File: src/rtl/trig_pkg.sv
package trig_pkg;
   typedef enum logic [2:0] {
      TM_EDGE = 3'd0,
      TM_HYST = 3'd1,
      TM_WIN  = 3'd2,
      TM_IMM  = 3'd3,
      TM_SOFT = 3'd4
   } trg_mode_e;

   typedef enum logic [1:0] {
      TS_READY = 2'd0,
      TS_WAIT  = 2'd1,
      TS_BLOCK = 2'd2
   } trg_state_e;
endpackage

File: src/rtl/trig_cond.sv
module trig_cond
   import trig_pkg::*;
#(
   parameter int DW       = 14,
   parameter bit WIN_INCL = 1'b1
) (
   input  logic                 clk,
   input  logic                 rst_n,
   input  logic                 smp_valid,
   input  logic signed [DW-1:0] smp_data,
   input  logic                 sw_trig,
   input  trg_mode_e            mode,
   input  logic                 slope,
   input  logic signed [DW-1:0] thr_hi,
   input  logic signed [DW-1:0] thr_lo,
   input  logic        [DW-1:0] hyst_w,
   output logic                 hit
);
   localparam int EW = DW + 2;

   logic signed [DW-1:0] prev_q;
   logic                 have_q, armed_q, hit_q;
   logic signed [EW-1:0] cur_x, prev_x, hi_x, lo_x, hy_x, arm_lo_x, arm_hi_x;
   logic                 cur_ge, prev_ge, cur_in, prev_in;
   logic                 edge_hit, win_hit, arm_now, hyst_fire, hit_d;

   assign cur_x    = EW'(smp_data);
   assign prev_x   = EW'(prev_q);
   assign hi_x     = EW'(thr_hi);
   assign lo_x     = EW'(thr_lo);
   assign hy_x     = EW'($signed({1'b0, hyst_w}));
   assign arm_lo_x = hi_x - hy_x;
   assign arm_hi_x = hi_x + hy_x;

   assign cur_ge  = (cur_x >= hi_x);
   assign prev_ge = (prev_x >= hi_x);

   generate
      if (WIN_INCL) begin : g_incl
         assign cur_in  = (cur_x >= lo_x) && (cur_x <= hi_x);
         assign prev_in = (prev_x >= lo_x) && (prev_x <= hi_x);
      end else begin : g_excl
         assign cur_in  = (cur_x > lo_x) && (cur_x < hi_x);
         assign prev_in = (prev_x > lo_x) && (prev_x < hi_x);
      end
   endgenerate

   assign edge_hit  = have_q & (slope ? (prev_ge & ~cur_ge) : (~prev_ge & cur_ge));
   assign win_hit   = have_q & (slope ? (prev_in & ~cur_in) : (~prev_in & cur_in));
   assign arm_now   = slope ? (cur_x > arm_hi_x) : (cur_x < arm_lo_x);
   assign hyst_fire = armed_q & (slope ? ~cur_ge : cur_ge);

   always_comb begin
      hit_d = 1'b0;
      case (mode)
         TM_EDGE: hit_d = smp_valid & edge_hit;
         TM_HYST: hit_d = smp_valid & hyst_fire;
         TM_WIN:  hit_d = smp_valid & win_hit;
         TM_IMM:  hit_d = smp_valid;
         TM_SOFT: hit_d = sw_trig;
         default: hit_d = 1'b0;
      endcase
   end

   always_ff @(posedge clk) begin
      if (!rst_n) begin
         prev_q  <= '0;
         have_q  <= 1'b0;
         armed_q <= 1'b0;
         hit_q   <= 1'b0;
      end else begin
         hit_q <= hit_d;
         if (smp_valid) begin
            prev_q <= smp_data;
            have_q <= 1'b1;
            if (mode == TM_HYST) armed_q <= hyst_fire ? 1'b0 : (armed_q | arm_now);
            else                 armed_q <= 1'b0;
         end
      end
   end

   assign hit = hit_q;

   // a hysteresis firing needs an arming seen on an earlier sample
   a_r3_hyst_armed_first: assert property (@(posedge clk) disable iff (!rst_n)
      (hit_q && mode == TM_HYST) |-> $past(armed_q));

   // a crossing needs a previous valid sample
   a_r2_edge_has_history: assert property (@(posedge clk) disable iff (!rst_n)
      (hit_q && mode == TM_EDGE) |-> $past(have_q));

   // sample-based conditions only follow a valid strobe
   a_r7_hit_needs_valid: assert property (@(posedge clk) disable iff (!rst_n)
      (hit_q && mode != TM_SOFT) |-> $past(smp_valid));
endmodule

File: src/rtl/trig_timer.sv
module trig_timer
   import trig_pkg::*;
#(
   parameter int HOLD_W = 64,
   parameter int DLY_W  = 51,
   parameter int DEAD   = 10
) (
   input  logic              clk,
   input  logic              rst_n,
   input  logic              tick,
   input  logic              hit,
   input  logic [HOLD_W-1:0] holdoff,
   input  logic [DLY_W-1:0]  delay,
   output logic              trig
);
   localparam logic [HOLD_W-1:0] DEAD_V = HOLD_W'(DEAD);

   trg_state_e        st;
   logic [HOLD_W-1:0] bcnt, blk;
   logic [DLY_W-1:0]  dcnt;
   logic              trig_q, open;

   assign blk  = (holdoff < DEAD_V) ? DEAD_V : holdoff;
   assign open = (st == TS_READY) || ((st == TS_BLOCK) && (bcnt == '0));

   always_ff @(posedge clk) begin
      if (!rst_n) begin
         st     <= TS_READY;
         bcnt   <= '0;
         dcnt   <= '0;
         trig_q <= 1'b0;
      end else begin
         trig_q <= 1'b0;
         case (st)
            TS_WAIT: begin
               if (tick) begin
                  if (dcnt == '0) begin
                     trig_q <= 1'b1;
                     st     <= TS_BLOCK;
                     bcnt   <= blk - HOLD_W'(1);
                  end else begin
                     dcnt <= dcnt - DLY_W'(1);
                  end
               end
            end
            default: begin
               if (open) begin
                  if (hit) begin
                     if (delay == '0) begin
                        trig_q <= 1'b1;
                        st     <= TS_BLOCK;
                        bcnt   <= blk - HOLD_W'(1);
                     end else begin
                        st   <= TS_WAIT;
                        dcnt <= delay - DLY_W'(1);
                     end
                  end else begin
                     st <= TS_READY;
                  end
               end else if (tick) begin
                  bcnt <= bcnt - HOLD_W'(1);
               end
            end
         endcase
      end
   end

   assign trig = trig_q;

   // a pulse never lasts two cycles
   a_r8_one_cycle: assert property (@(posedge clk) disable iff (!rst_n)
      trig_q |=> !trig_q);

   // no pulse while the blocking count is still running
   a_r10_quiet_block: assert property (@(posedge clk) disable iff (!rst_n)
      (st == TS_BLOCK && bcnt != '0) |=> !trig_q);

   // the delay count moves down by one per strobe until it fires
   a_r9_delay_steps: assert property (@(posedge clk) disable iff (!rst_n)
      (st == TS_WAIT && tick && dcnt != '0) |=> (st == TS_WAIT && dcnt == $past(dcnt) - DLY_W'(1)));

   // a pending delay is left only through a pulse
   a_r13_wait_exit: assert property (@(posedge clk) disable iff (!rst_n)
      (st == TS_WAIT && tick && dcnt == '0) |=> trig_q);
endmodule

File: src/rtl/trig_detect.sv
module trig_detect
   import trig_pkg::*;
#(
   parameter int DW       = 14,
   parameter int HOLD_W   = 64,
   parameter int DLY_W    = 51,
   parameter int DEAD     = 10,
   parameter bit WIN_INCL = 1'b1
) (
   input  logic              clk,
   input  logic              rst_n,
   input  logic              smp_valid,
   input  logic [DW-1:0]     smp_data,
   input  logic              sw_trig,
   input  logic [2:0]        mode,
   input  logic              slope,
   input  logic [DW-1:0]     thr_hi,
   input  logic [DW-1:0]     thr_lo,
   input  logic [DW-1:0]     hyst_w,
   input  logic [HOLD_W-1:0] holdoff,
   input  logic [DLY_W-1:0]  delay,
   output logic              trig_out
);
   localparam int DEAD_BITS = $clog2(DEAD + 1);

   generate
      if (DW < 4) begin : g_bad_dw
         $error("trig_detect: DW must be at least 4");
      end
      if (DEAD < 2) begin : g_bad_dead
         $error("trig_detect: DEAD must be at least 2");
      end
      if (HOLD_W < DEAD_BITS) begin : g_bad_hold
         $error("trig_detect: HOLD_W too narrow for DEAD");
      end
      if (DLY_W < 1) begin : g_bad_dly
         $error("trig_detect: DLY_W must be positive");
      end
   endgenerate

   logic hit;

   trig_cond #(.DW(DW), .WIN_INCL(WIN_INCL)) u_cond (
      .clk       (clk),
      .rst_n     (rst_n),
      .smp_valid (smp_valid),
      .smp_data  (smp_data),
      .sw_trig   (sw_trig),
      .mode      (trg_mode_e'(mode)),
      .slope     (slope),
      .thr_hi    (thr_hi),
      .thr_lo    (thr_lo),
      .hyst_w    (hyst_w),
      .hit       (hit)
   );

   trig_timer #(.HOLD_W(HOLD_W), .DLY_W(DLY_W), .DEAD(DEAD)) u_timer (
      .clk     (clk),
      .rst_n   (rst_n),
      .tick    (smp_valid),
      .hit     (hit),
      .holdoff (holdoff),
      .delay   (delay),
      .trig    (trig_out)
   );

   // unused mode codes never lead to a pulse
   a_r1_bad_mode_silent: assert property (@(posedge clk) disable iff (!rst_n)
      (mode > 3'd4 && $past(mode > 3'd4)) |=> !trig_out);
endmodule

File: config.mk
export PLATFORM = sky130hd
export DESIGN_NAME = trig_detect
export DESIGN_NICKNAME = d
export VERILOG_FILES = /design/src/rtl/trig_pkg.sv /design/src/rtl/trig_cond.sv /design/src/rtl/trig_timer.sv /design/src/rtl/trig_detect.sv
export SDC_FILE = /design/constraint.sdc
export NUM_CORES = 1
export LEC_CHECK = 0
export ABC_AREA = 1
export CORE_MARGIN = 2
export CORE_UTILIZATION = 55
export DETAILED_ROUTE_END_ITERATION = 8
export DONT_BUFFER_PORTS = 1
export PLACE_DENSITY = 0.76
export SLEW_MARGIN = 10
export SYNTH_ARGS = -nofsm -noshare
export SYNTH_HDL_FRONTEND = slang
export SYNTH_SLANG_ARGS = --single-unit
File: constraint.sdc
create_clock -name clk -period 4.07 [get_ports clk]
set_input_delay 0.814 -clock clk [delete_from_list [all_inputs] [get_ports clk]]
set_output_delay 0.814 -clock clk [all_outputs]
set_load 0.01 [all_outputs]
==> run_results.csv <==
group,metric,value,unit
timing,setup_violations,0,
detailed_routing,dr.first_iter.drc_count,1400,
layout,drive_gt1_share,5.07,%
place,place_hpwl,38500,µm
worst_setup_path,cp-end-kind,"register",
clocking,cts_buffer_depth,2,
detailed_routing,drtAntennaViolNets,0,
clocking,cts_tree,"yes",
worst_setup_path,arrival,4.02,ns
timing,rsz0062_at_grt,"false",
place,numPortBuffers,0,
grt,overflow,0,
yosys,synthesis.area,15300,µm²
clocking,cts_setup_buffers,0,
clocking,cts_htree_levels,4,
pwr,p_clk_share,15.4,%
timing,slew_headroom,39.4,%
clocking,cts.sinks,135,
detailed_routing,drtPass1Iterations,8,
timing,finalMaxSlewViolations,0,
clocking,ctsResizeCount,0,
yosys,async_reset_ff_share,0,%
grt,antenna_found_initial,0,
place,gp_congestion,1.00,
grt,grt_pass1_vias,15200,
detailed_routing,totalWireLength,48200,µm
yosys,yosys.area.top_type,"dfxtp_1",
pwr,swShare,52.1,%
status,outcome,"complete, no violations",
floorplan,io_pins,180,
detailed_routing,num_vias,16600,
yosys,synth_ff_type,"dfxtp_1",
floorplan,start_util,55.4,%
pwr,ir_drop,415,µV
run,drv_cap,0,
yosys,yosysWarnings,0,
layout,fillerInstances,2853,
clocking,clk_pin_slew,0.06,ns
pwr,powerDensity,632,nW/µm²
pwr,power_frac_comb,62.7,%
yosys,synth_top_area_share,17.7,%
timing,fmax,271,MHz
yosys,ys_ff_latch,135,
place,place_ws,-0.119,ns
timing,clock_skew,0.0131,ns
yosys,ys_seq_area_share,17.7,%
floorplan,die_area,29200,µm²
timing,hold_viol,0,
layout,syn2layout_area_growth,5.50,%
worst_setup_path,cp-start-kind,"primary input",
layout,fin_nets,2870,
yosys,synth_edf_count,0,
pwr,p_int,0.00489,W
floorplan,std_cell_rows,61,
pwr,seqPwrFrac,21.9,%
detailed_routing,drc,0,
yosys,synthesis.area_per_instance,5.89,µm²
detailed_routing,drt-vias-per-instance,5.59,
yosys,synth.most_common_cell,"nand2_1",
grt,grt_use_total,32.8,%
worst_setup_path,crit_type,"in -> reg",
yosys,synth_nets,2898,
layout,antennaDiodeCount,0,
worst_setup_path,required,4.40,ns
grt,grt_first_pass_wirelength,76100,µm
pwr,power.static_leakage,7.60,nW
timing,worst_pin_slew,0.909,ns
floorplan,die_y,171,µm
layout,finalNonFillerCells,2961,
floorplan,fp.coreArea,27600,µm²
clocking,numCtsBuffers,17,
worst_setup_path,critPathMaxFanout,5,
place,dp.cells,2929,
timing,fin_hold_ws,0.464,ns
clocking,clkLatencyLatePin,0.44,ns
timing,period_share,90.7,%
timing,fin_crit,3.69,ns
pwr,power,0.0102,W
yosys,ys_top_cells_by_count,"548 x nand2_1, 429 x nor2_1, 375 x inv_1",
yosys,netlist-cell-type-count,50,
timing,worst_slack,0.380,ns
clocking,root_buffer,"clkbuf_16",
yosys,synthCells,2598,
pwr,p_switching,0.00532,W
grt,grt_max_degree,85,
floorplan,dieWidth,171,µm
min_path,hold_class,"in -> reg",
detailed_routing,wl_per_cell,16.3,µm
yosys,synth.area.top_cells,"dfxtp_1 18%, nand2_1 13%, nor2_1 11%",
clocking,holdBufCountCts,0,
path summary, 6_finish.rpt:
path | from | end | slack [ns] | cells after the start
setup / recovery | hyst_w[2] | u_cond.armed_q$_SDFFE_PN0P_ | 0.38 | 22
hold / removal | smp_valid | u_cond.prev_q[0]$_SDFFE_PN0P_ | 0.46 | 1
setup reg to reg | u_timer.st[1]$_SDFFE_PN0P_ | u_timer.dcnt[42]$_SDFFE_PN0P_ | 0.93 | 15
hold reg to reg | u_timer.dcnt[12]$_SDFFE_PN0P_ | u_timer.dcnt[12]$_SDFFE_PN0P_ | 0.47 | 2
state kept, by name (all words and copies together) (netlist names):
name	cells
u_timer.bcnt	64
u_cond.armed_q	1
u_cond.hit	1
u_timer.dcnt	51
u_cond.prev_q	14
u_timer.st	2
u_timer.trig	1
u_cond.have_q	1
worst max-delay path, cell delays in order:
cell and delay, ns:
inv_1 0.03, ha_1 0.33, inv_1 0.11, nand2_1 0.07, nand2_1 0.09, a31oi_1 0.06, o21ai_0 0.33, a21oi_1 0.16
o21ai_0 0.29, a21boi_1 0.15, nor2_1 0.11, nor2_1 0.05, xor2_1 0.14, ha_1 0.36, nand4_1 0.16, nor3_2 0.18
nand2_1 0.12, a21oi_1 0.12, nand3b_1 0.11, nand2_1 0.05, a21oi_1 0.13, nor2_1 0.05
cell families (layout without fill, tap and decap cells):
| family | Yosys count | in the layout | share of synthesized area, % |
|---|---|---|---|
| flip-flops | 135 | 135 | 17.7 |
| XOR/XNOR | 138 | 138 | 7.90 |
| AND/OR/NAND/NOR | 1343 | 1343 | 38.1 |
| adder cells (fa/ha/maj) | 121 | 121 | 9.99 |
| buffers and inverters | 457 | 442 | 12.3 |
| AO/OA/AOI/OAI | 404 | 404 | 14.0 |
cell type report:
class / count / area (µm²) / share of cell area (%)
Sequential cell: 135 / 2700 / 16.7
Timing Repair Buffer: 25 / 200 / 1.24
Clock buffer: 20 / 467 / 2.89
Inverter: 385 / 1450 / 8.95
Tap cell: 378 / 473 / 2.93
Clock inverter: 12 / 126 / 0.782
Multi-Input combinational cell: 2006 / 10700 / 66.5
per-stage QoR:
| stage | util [%] | TNS [ns] | cell area, µm² |
|---|---|---|---|
| floorplan | - | 0 | 15300 |
| global placement | 56.3 | 0 | 15600 |
| detailed placement | 56.3 | -0.119 | 15600 |
| CTS | 58.4 | 0 | 16100 |
| global route | 58.5 | 0 | 16200 |
| finish | 58.5 | 0 | 16200 |
metal layers:
metal | vias up | wire length, µm | track usage (%)
li1 | 8318 | - | -
met5 | - | 0 | 0
met2 | 605 | 22700 | 57.3
met4 | 0 | 2290 | 15.0
met3 | 113 | 3480 | 6.59
met1 | 7522 | 19800 | 38.6
layout by cell type (no fill, tap or decap), drive strengths merged:
master	count
nor2	445
fa	2
a32oi	1
clkbuf	20
and3	5
o21a	2
and2	3
or2	21
a31oi	3
nand4	58
a211oi	1
nor3b	2
nor4	37
nand2	557
nand3b	15
nand3	147
clkinv	6
bufinv	2
xnor2	42
a21boi	4
o221ai	1
dfxtp	135
o21ai	182
o31ai	1
inv	384
clkinvlp	5
ha	119
a21o	1
o211ai	15
a21oi	190
o21bai	3
xor2	96
nor3	53
buf	25
power groups by stage:
stage	Sequential (W)	Clock [W]	Combinational, W
after floorplan	0.00214	0	0.00505
after global placement	0.00223	0	0.00616
after detailed placement	0.00225	0	0.00626
after CTS	0.00223	0.00159	0.00631
after global routing	0.00229	0.00165	0.00716
final	0.00224	0.00157	0.00640
Note: power is estimated with default switching activity, not from simulation.
